[src/rtl/hit_stamp_pkg.sv]
package hit_stamp_pkg;

  typedef enum logic [1:0] {
    ST_IDLE    = 2'd0,
    ST_CONFIRM = 2'd1,
    ST_RAMP    = 2'd2
  } waitState_e;

  // control -> datapath strobes
  typedef struct packed {
    logic capFirst;   // load counter into pending first time
    logic publish;    // commit a hit to the outputs
    logic overflow;   // published hit ended by ramp timeout
    logic mode;       // mode of the published hit
  } stampStrobe_t;

endpackage

[src/rtl/hit_stamp_dpath.sv]
module hit_stamp_dpath
  import hit_stamp_pkg::*;
#(
  parameter int TS_W = 10
) (
  input  logic            clk,
  input  logic            rstN,
  input  logic            compFirstIn,
  input  logic            compSecondIn,
  input  stampStrobe_t    strobe,
  output logic            firstRise,
  output logic            secondRise,
  output logic [TS_W-1:0] stampNow,
  output logic [TS_W-1:0] hitFirst,
  output logic [TS_W-1:0] hitSecond,
  output logic [TS_W-1:0] hitAmp,
  output logic            hitOvf,
  output logic            hitMode,
  output logic            hitValid
);

  localparam int N_CH = 2;

  logic [N_CH-1:0] rawIn;
  logic [N_CH-1:0] riseVec;
  assign rawIn = {compSecondIn, compFirstIn};

  // one synchroniser plus edge detector per comparator channel
  for (genvar ch = 0; ch < N_CH; ch++) begin : g_sync
    logic meta, stable, prev;
    always_ff @(posedge clk or negedge rstN) begin
      if (!rstN) begin
        meta   <= 1'b0;
        stable <= 1'b0;
        prev   <= 1'b0;
      end else begin
        meta   <= rawIn[ch];
        stable <= meta;
        prev   <= stable;
      end
    end
    assign riseVec[ch] = stable & ~prev;
  end

  assign firstRise  = riseVec[0];
  assign secondRise = riseVec[1];

  logic [TS_W-1:0] tsCnt;
  logic [TS_W-1:0] pendFirst;
  logic [TS_W-1:0] firstSrc;

  assign firstSrc = strobe.capFirst ? tsCnt : pendFirst;
  assign stampNow = tsCnt;

  always_ff @(posedge clk or negedge rstN) begin
    if (!rstN) begin
      tsCnt     <= '0;
      pendFirst <= '0;
      hitFirst  <= '0;
      hitSecond <= '0;
      hitAmp    <= '0;
      hitOvf    <= 1'b0;
      hitMode   <= 1'b0;
      hitValid  <= 1'b0;
    end else begin
      tsCnt    <= tsCnt + 1'b1;
      hitValid <= strobe.publish;
      if (strobe.capFirst) pendFirst <= tsCnt;
      if (strobe.publish) begin
        hitFirst  <= firstSrc;
        hitSecond <= tsCnt;
        hitAmp    <= tsCnt - firstSrc;
        hitOvf    <= strobe.overflow;
        hitMode   <= strobe.mode;
      end
    end
  end


  overflow_only_ramp_chk: assert property (@(posedge clk) disable iff (!rstN)
    strobe.publish && strobe.overflow |-> strobe.mode);


  first_cap_edge_chk: assert property (@(posedge clk) disable iff (!rstN)
    strobe.capFirst |-> firstRise);

endmodule

[src/rtl/hit_stamp_ctrl.sv]
module hit_stamp_ctrl
  import hit_stamp_pkg::*;
#(
  parameter int WIN_W   = 8,
  parameter int TIMEOUT = 255
) (
  input  logic             clk,
  input  logic             rstN,
  input  logic             modeSel,
  input  logic [WIN_W-1:0] confirmWin,
  input  logic             firstRise,
  input  logic             secondRise,
  output stampStrobe_t     strobe,
  output logic             busy,
  output logic             rampReq
);

  localparam int TO_W  = $clog2(TIMEOUT + 1);
  localparam int CNT_W = ((TO_W > WIN_W) ? TO_W : WIN_W) + 1;
  localparam logic [CNT_W-1:0] TO_LIM = CNT_W'(TIMEOUT);

  waitState_e       state, stateNext;
  logic [CNT_W-1:0] waitCnt, waitNext;
  logic [CNT_W-1:0] winLim;

  assign winLim = {{(CNT_W-WIN_W){1'b0}}, confirmWin};

  always_comb begin
    stateNext = state;
    waitNext  = waitCnt;
    strobe    = '0;
    unique case (state)
      ST_IDLE: begin
        if (firstRise) begin
          strobe.capFirst = 1'b1;
          strobe.mode     = modeSel;
          waitNext        = CNT_W'(1);
          if (!modeSel && secondRise) begin
            strobe.publish = 1'b1;   // both thresholds crossed together
          end else begin
            stateNext = modeSel ? ST_RAMP : ST_CONFIRM;
          end
        end
      end
      ST_CONFIRM: begin
        if (secondRise) begin
          strobe.publish = 1'b1;
          stateNext      = ST_IDLE;
        end else if (waitCnt >= winLim) begin
          stateNext = ST_IDLE;       // unconfirmed: drop silently
        end else begin
          waitNext = waitCnt + 1'b1;
        end
      end
      ST_RAMP: begin
        strobe.mode = 1'b1;
        if (secondRise) begin
          strobe.publish = 1'b1;
          stateNext      = ST_IDLE;
        end else if (waitCnt >= TO_LIM) begin
          strobe.publish  = 1'b1;
          strobe.overflow = 1'b1;
          stateNext       = ST_IDLE;
        end else begin
          waitNext = waitCnt + 1'b1;
        end
      end
      default: stateNext = ST_IDLE;
    endcase
  end

  always_ff @(posedge clk or negedge rstN) begin
    if (!rstN) begin
      state   <= ST_IDLE;
      waitCnt <= '0;
    end else begin
      state   <= stateNext;
      waitCnt <= waitNext;
    end
  end

  assign busy    = (state != ST_IDLE);
  assign rampReq = (state == ST_RAMP);


  confirm_window_chk: assert property (@(posedge clk) disable iff (!rstN)
    state == ST_CONFIRM |-> (waitCnt <= winLim) || (waitCnt == CNT_W'(1)));


  ramp_timeout_chk: assert property (@(posedge clk) disable iff (!rstN)
    state == ST_RAMP |-> waitCnt <= TO_LIM);


  no_capture_busy_chk: assert property (@(posedge clk) disable iff (!rstN)
    busy |-> !strobe.capFirst);

endmodule

[src/rtl/hit_stamp_top.sv]
module hit_stamp_top
  import hit_stamp_pkg::*;
#(
  parameter int TS_W    = 10,
  parameter int WIN_W   = 8,
  parameter int TIMEOUT = 255
) (
  input  logic             clk,
  input  logic             rstN,
  input  logic             modeSel,
  input  logic [WIN_W-1:0] confirmWin,
  input  logic             compFirstIn,
  input  logic             compSecondIn,
  output logic [TS_W-1:0]  stampNow,
  output logic [TS_W-1:0]  hitFirst,
  output logic [TS_W-1:0]  hitSecond,
  output logic [TS_W-1:0]  hitAmp,
  output logic             hitOvf,
  output logic             hitMode,
  output logic             hitValid,
  output logic             busy,
  output logic             rampReq
);

  stampStrobe_t strobe;
  logic         firstRise, secondRise;

  hit_stamp_ctrl #(.WIN_W(WIN_W), .TIMEOUT(TIMEOUT)) ctrl_i (
    .clk(clk), .rstN(rstN), .modeSel(modeSel), .confirmWin(confirmWin),
    .firstRise(firstRise), .secondRise(secondRise),
    .strobe(strobe), .busy(busy), .rampReq(rampReq)
  );

  hit_stamp_dpath #(.TS_W(TS_W)) dpath_i (
    .clk(clk), .rstN(rstN), .compFirstIn(compFirstIn), .compSecondIn(compSecondIn),
    .strobe(strobe), .firstRise(firstRise), .secondRise(secondRise),
    .stampNow(stampNow), .hitFirst(hitFirst), .hitSecond(hitSecond),
    .hitAmp(hitAmp), .hitOvf(hitOvf), .hitMode(hitMode), .hitValid(hitValid)
  );


  stable_while_busy_chk: assert property (@(posedge clk) disable iff (!rstN)
    busy |-> $stable(hitFirst));


  confirm_gap_chk: assert property (@(posedge clk) disable iff (!rstN)
    hitValid && !hitMode |-> (hitAmp <= TS_W'(confirmWin)) || (hitAmp <= TS_W'(1)));


  ovf_amp_chk: assert property (@(posedge clk) disable iff (!rstN)
    hitValid && hitOvf |-> hitMode && (hitAmp == TS_W'(TIMEOUT)));


  valid_idle_chk: assert property (@(posedge clk) disable iff (!rstN)
    hitValid |-> !busy && !rampReq);

endmodule

[config.mk]
export PLATFORM = sky130hd
export DESIGN_NAME = hit_stamp_top
export DESIGN_NICKNAME = d
export VERILOG_FILES = /design/src/rtl/hit_stamp_pkg.sv /design/src/rtl/hit_stamp_dpath.sv /design/src/rtl/hit_stamp_ctrl.sv /design/src/rtl/hit_stamp_top.sv
export SDC_FILE = /design/constraint.sdc
export NUM_CORES = 1
export LEC_CHECK = 0
export ABC_CLOCK_PERIOD_IN_PS = 8300
export BUFFER_PORTS_ARGS = -buffer_cell sky130_fd_sc_hd__clkbuf_2
export CAP_MARGIN = 20
export CORE_ASPECT_RATIO = 1.4
export CORE_UTILIZATION = 63
export CTS_BUF_LIST = sky130_fd_sc_hd__clkbuf_8
export CTS_CLUSTER_DIAMETER = 40
export DETAILED_ROUTE_END_ITERATION = 6
export GPL_ROUTABILITY_DRIVEN = 1
export GPL_TIMING_DRIVEN = 0
export PLACE_DENSITY = 0.88
export REMOVE_ABC_BUFFERS = 1
export SLEW_MARGIN = 40
export SYNTH_ARGS = -nofsm -noshare
export SYNTH_HDL_FRONTEND = slang
export SYNTH_SLANG_ARGS = --single-unit
[constraint.sdc]
create_clock -name clk -period 8.3 [get_ports clk]
set_input_delay 1.66 -clock clk [delete_from_list [all_inputs] [get_ports clk]]
set_output_delay 1.66 -clock clk [all_outputs]
set_load 0.02 [all_outputs]
Word level (Yosys, flattened, before mapping)
Cells that the tools add are included.
Word-level totals
  logic and storage cells: 68
  input port bits: 13
  register bits after elaboration: 70
  output and inout bits: 45
Cells by class
  multiplexer cells: 26
  equal/unequal tests: 10
  add/subtract/negate cells: 3
  $lt $le $gt $ge: 2
  reduce and logical (&&, ||, !) cells: 7
  bitwise logic cells: 4
Operator list (number)
  2-to-1 mux 9 bit: 5
  case mux 9 bit (3 select lines): 1
  2-to-1 mux 2 bit: 9
  adder 10 x 1 -> 10 bit, second input constant: 1
  2-to-1 mux 10 bit: 1
  != test 2 bit, second input constant: 5
  subtractor 10 bit: 1
  adder 9 x 1 -> 9 bit, second input constant: 1
  >= comparator 9 x 8 -> 1 bit: 1
  >= comparator 9 x 8 -> 1 bit, second input constant: 1
  2-to-1 mux 1 bit: 7
  != test 3 x 1 -> 1 bit, second input constant: 2
  case mux 2 bit (3 select lines): 1
  AND reduction 6 bit: 1
  AND reduction 4 bit: 1
  case mux 1 bit (3 select lines): 1
  nonzero test 3 bit: 1
  bitwise AND 1 bit: 2
  == test 2 x 1 -> 1 bit, second input constant: 1
  == test 2 bit, second input constant: 1
  zero test 2 bit: 1
  != test 2 x 1 -> 1 bit, second input constant: 1
  inverter 1 bit: 2
  case mux 1 bit (2 select lines): 1
  3 further kinds: 3

Longest topological paths before layout
  depth after elaboration: 8
  gate-level depth with buffers: 14
  depth with buffers taken out: 13

Cells and area by module
A second synthesis with hierarchy kept.
Unflattened totals
  cells, all modules: 329
  area, all modules: 3560.9 um2
Modules (own cells, without submodules)
  hit_stamp_dpath: area an instance 2542.4 um2, cells each 212, instances 1, sequential area each 1476.4 um2
  hit_stamp_ctrl: area an instance 1018.5 um2, cells each 117, instances 1, sequential area each 275.3 um2

Worst setup path after synthesis
OpenSTA, ideal clock, no wires.
  path kind: input to register
  from: input confirmWin[0]
  to: register ctrl_i.waitCnt[0]
  setup time: 0.118 ns
  setup slack: 5.013 ns
  path buffers: 1
  cell stages on the path: 8
  data required time: 8.182 ns
  arrival: 3.169 ns
  path through: ha_1 > nand2b_4 > a2111oi_4 > o211a_1 > o21ai_1 > or2_0 > buf_2 > a21o_1
On the way
  cells in the longest elaborated chain, start to end: 3
Ends and longest elaborated chain
  from (decl): RTL line hit_stamp_top.sv:11  | input logic [WIN_W-1:0] confirmWin,
  >= comparator 9 x 8 -> 1 bit: RTL line hit_stamp_ctrl.sv:49  | end else if (waitCnt >= winLim) begin
  != test 2 bit (no line)
  AND reduction 6 bit (no line)
  to (signal assigned): RTL line hit_stamp_ctrl.sv:78  | waitCnt <= waitNext;
  to (decl): RTL line hit_stamp_ctrl.sv:23  | logic [CNT_W-1:0] waitCnt, waitNext;
No other way between the ends.
A chain may end at the register's enable or synchronous reset.

Worst setup path after layout
  from: register ctrl_i.state[0]
  to: register dpath_i.hitAmp[8]
On the way
  cells in the longest elaborated chain, start to end: 4
  elaborated cells on any way between the ends: 7
  those cells by class: add/sub: 1; eq/ne: 2; mux: 3; reduce/logical: 1
Ends and longest elaborated chain
  from (decl): RTL line hit_stamp_ctrl.sv:22  | waitState_e state, stateNext;
  from (signal assigned): RTL line hit_stamp_ctrl.sv:77  | state <= stateNext;
  zero test 2 bit: RTL line hit_stamp_ctrl.sv:32  | unique case (state)
  2-to-1 mux 1 bit: RTL line hit_stamp_ctrl.sv:32
  2-to-1 mux 10 bit: RTL line hit_stamp_dpath.sv:52  | assign firstSrc = strobe.capFirst ? tsCnt : pendFirst;
  named net dpath_i.firstSrc[0]: RTL line hit_stamp_dpath.sv:50  | logic [TS_W-1:0] firstSrc;
  subtractor 10 bit: RTL line hit_stamp_dpath.sv:72  | hitAmp <= tsCnt - firstSrc;
  to (signal assigned): RTL line hit_stamp_dpath.sv:72
  to (decl): RTL line hit_stamp_dpath.sv:16  | output logic [TS_W-1:0] hitAmp,
The timed path passes the listed nets, and every way through them passes these cells.

==> run metrics <==
DR pass1 iterations=4; vias=2694; Die Y=90.0 µm; fillcell total=389; layout cells sized above 1=between 10% and 20%; main combinational cell family by area after synthesis=simple AND/OR/NAND/NOR gates; cell area power density=between 300 and 400 nW/µm²; Peak VDD IR=~0.00018 V; Post-synth EDFFs=0; Most used DFF post-synth=dfrtp_1; IO Pins=58; Min Hold Slack=~350 ps; hold path cells=0; P&R area growth vs syn=14.8%; GRT Resource Usage Total=roughly 26%; CP max FO=13; worst skew pair latency=approximately 340 ps; Die Wd=64.8 µm; post-CTS resize count=0; first-pass GRT wire length=between 10000 and 15000 µm; Required @ worst endpoint=~8500 ps; Antenna Nets Post-Route=0; Worst Setup Start Kind=flop; xor-xnor portion of the synthesized cell area=~4.0%; Seq/Total Area, Yosys=around half; vias in the first global route=around 2600; synthesis-stage register bit count=70; Synth Area in Compound Gates=between 10% and 20%; Setup crit end kind=flop; drt total wl=approximately 7000 µm; final std cell area, no fill=~4000 µm²; GRT Residual Overflow=0; post-DP HPWL=between 4000 and 5000 µm; worst slack at placement=between 4000 and 5000 ps; worst slew pin tran=831 ps; CTS Buffer Depth=2; Slew headroom=between 40 and 50%; Post-CTS Setup Inserts=0; Post-Syn Area per Cell=10.0 µm²; R2R depth=12; leakage=around 0.0021 µW; Final Util=76.3%; RSZ-0062 raised after global routing=false; Initial Util=roughly 66%; row count=31; status=complete, no violations; CTS Sinks=70; Clock transition at path regs=70 ps; ANT cells=0; Setup CP Type=flop to flop; max-cap violations=0; Tcrit/Tclk final=between 40 and 50%; antenna violations before repair=0; CTS tree=done; gate count of the mapped netlist=348; Synth cell types=45; Buffers on Ports=between 50 and 60; Num CTS Buffers=9; Synth Area in Simple Gates=between 15 and 20%; Vias/cell=5.64; mux contribution to synthesized area=3.20%; Floorplan Core Area=roughly 5200 µm²; ys async rst share=100%; Yosys Warn Count=0; CTS root buf=clkbuf_8; routability cong.=between 0.8 and 0.9; setup TNS=0 ps; DRC errors left=0; hold crit path type=flop to flop; mapped cell area=~3500 µm²; routed len/inst=approximately 15 µm; CP Data Arrival Time=between 4000 and 5000 ps; clock skew=between 9 and 10 ps; final hold vios=0; largest net degree at the start of global routing=71; f_max=between 0.2 and 0.3 GHz; nets@finish=approximately 450; final setup fails=0; adder-cell share of the synthesized area=a little under a tenth; # hold bufs at CTS=0; min cycle time layout=between 3000 and 4000 ps; H-tree levels=3; initial DRC count=approximately 190; die area=5830 µm²; Final WS setup=~4400 ps; Post-Place Cell Area=approximately 3800 µm²; Slew Limit Fails=0
==> routing by layer <==
metal	part of all wire [%]	up-vias	global-route usage (%)
li1	-	1306	-
met1	40	1309	30.2
met2	54	69	45.0
met3	4.1	10	5.71
met4	1.4	0	10.2
met5	0	-	0
==> cells in the mapped netlist, types with 2 or more instances <==
| library cell | number | area share, % |
|---|---|---|
| xnor2_1 | 9 | 2.3 |
| ha_1 | 24 | 8.6 |
| buf_6 | 3 | 0.97 |
| inv_1 | 26 | 2.8 |
| a21o_1 | 3 | 0.65 |
| xor2_1 | 7 | 1.8 |
| o21ai_1 | 5 | 0.72 |
| o21a_1 | 3 | 0.65 |
| nand4_1 | 3 | 0.54 |
| nor3_1 | 4 | 0.58 |
| a31oi_1 | 3 | 0.54 |
| mux2i_1 | 10 | 2.9 |
| nand2_1 | 69 | 7.4 |
| buf_2 | 5 | 0.72 |
| a21oi_1 | 7 | 1.0 |
| a41o_1 | 2 | 0.58 |
| nand3_1 | 12 | 1.7 |
| nand2b_1 | 5 | 0.90 |
| dfrtp_1 | 70 | 50 |
| o21ai_0 | 29 | 4.2 |
| nor2b_1 | 3 | 0.54 |
| and3_1 | 6 | 1.1 |
| nor2_1 | 15 | 1.6 |
| o31ai_1 | 4 | 0.86 |
==> report_power, final <==
part | internal [µW] | leakage (µW) | switching [µW]
clock network | 146 | 0.0000997 | 123
logic | 179 | 0.00114 | 302
registers | 422 | 0.000895 | 48.3
==> stage by stage <==
stage	total power (µW)	instances
5_1_grt	1300	478
4_1_cts	1230	478
3_3_place_gp	935	462
6_report	1220	478
3_5_place_dp	957	462
2_1_floorplan	815	339
==> worst max-delay path, stage by stage (launching register included) <==
cell and delay (ps):
dfrtp_1 410, inv_1 110, ha_1 280, nand3b_1 610, o21ai_0 560, ha_1 250, inv_1 60, fa_1 410
a21oi_1 240, o21ai_0 180, o41a_1 350, xnor2_1 170, o21ai_0 100
==> layout make-up <==
class | instances | area [µm²] | area share (%)
inverter | 27 | 101 | 2.54
clock inverter | 6 | 62.6 | 1.57
sequential | 70 | 1750 | 43.8
multi-input combinational | 242 | 1570 | 39.2
clock buffer | 10 | 138 | 3.44
timing repair buffer | 57 | 294 | 7.36
tap | 66 | 82.6 | 2.07
==> sequential cells by signal, summed over array words and instances, names as in the netlist <==
signal / count
dpath_i.hitOvf: 1
ctrl_i.waitCnt: 9
dpath_i.hitSecond: 10
dpath_i.g_sync.stable: 2
dpath_i.g_sync.meta: 2
dpath_i.hitValid: 1
dpath_i.hitAmp: 10
dpath_i.hitFirst: 10
dpath_i.pendFirst: 10
dpath_i.g_sync.prev: 2
ctrl_i.state: 2
dpath_i.stampNow: 10
dpath_i.hitMode: 1
==> path summary, 6_finish.rpt <==
path	endpoint	slack (ps)	start
min	dpath_i.g_sync[1].stable$_DFF_PN0_	350	dpath_i.g_sync[1].meta$_DFF_PN0_
max reg2reg	dpath_i.hitAmp[8]$_DFFE_PN0P_	4420	ctrl_i.state[0]$_DFFE_PN0P_
min in group asynchronous	dpath_i.g_sync[1].meta$_DFF_PN0_	1310	rstN
max	dpath_i.hitAmp[8]$_DFFE_PN0P_	4420	ctrl_i.state[0]$_DFFE_PN0P_
min reg2reg	dpath_i.g_sync[1].stable$_DFF_PN0_	350	dpath_i.g_sync[1].meta$_DFF_PN0_
max in group asynchronous	ctrl_i.waitCnt[4]$_DFFE_PN0P_	6600	rstN
==> cell usage in the layout (no fill, tap or decap), types with 2 or more instances in the layout <==
| cell | Yosys | routed |
|---|---|---|
| ha_1 | 24 | 24 |
| and3_1 | 6 | 6 |
| clkbuf_2 | 0 | 56 |
| a21oi_1 | 7 | 7 |
| nand3_1 | 12 | 12 |
| nor2_1 | 15 | 15 |
| clkinvlp_4 | 0 | 2 |
| o21ai_1 | 5 | 5 |
| o21ai_0 | 29 | 29 |
| nand2_1 | 69 | 69 |
| a41o_1 | 2 | 2 |
| dfrtp_1 | 70 | 70 |
| inv_1 | 26 | 27 |
| o31ai_1 | 4 | 4 |
| a21o_1 | 3 | 3 |
| nor3_1 | 4 | 4 |
| clkbuf_8 | 0 | 11 |
| nor2b_1 | 3 | 3 |
| mux2i_1 | 10 | 10 |
| xnor2_1 | 9 | 9 |
| nand4_1 | 3 | 3 |
| nand2b_1 | 5 | 5 |
| xor2_1 | 7 | 7 |
| o21a_1 | 3 | 3 |
| a31oi_1 | 3 | 3 |
==> kinds of logic after synthesis <==
group,Yosys count
buffers and inverters,36
XOR/XNOR,16
flip-flops,70
AO/OA/AOI/OAI,69
multiplexers,11
AND/OR/NAND/NOR,121
adder cells (fa/ha/maj),25
Power figures use the tool's default switching activity.
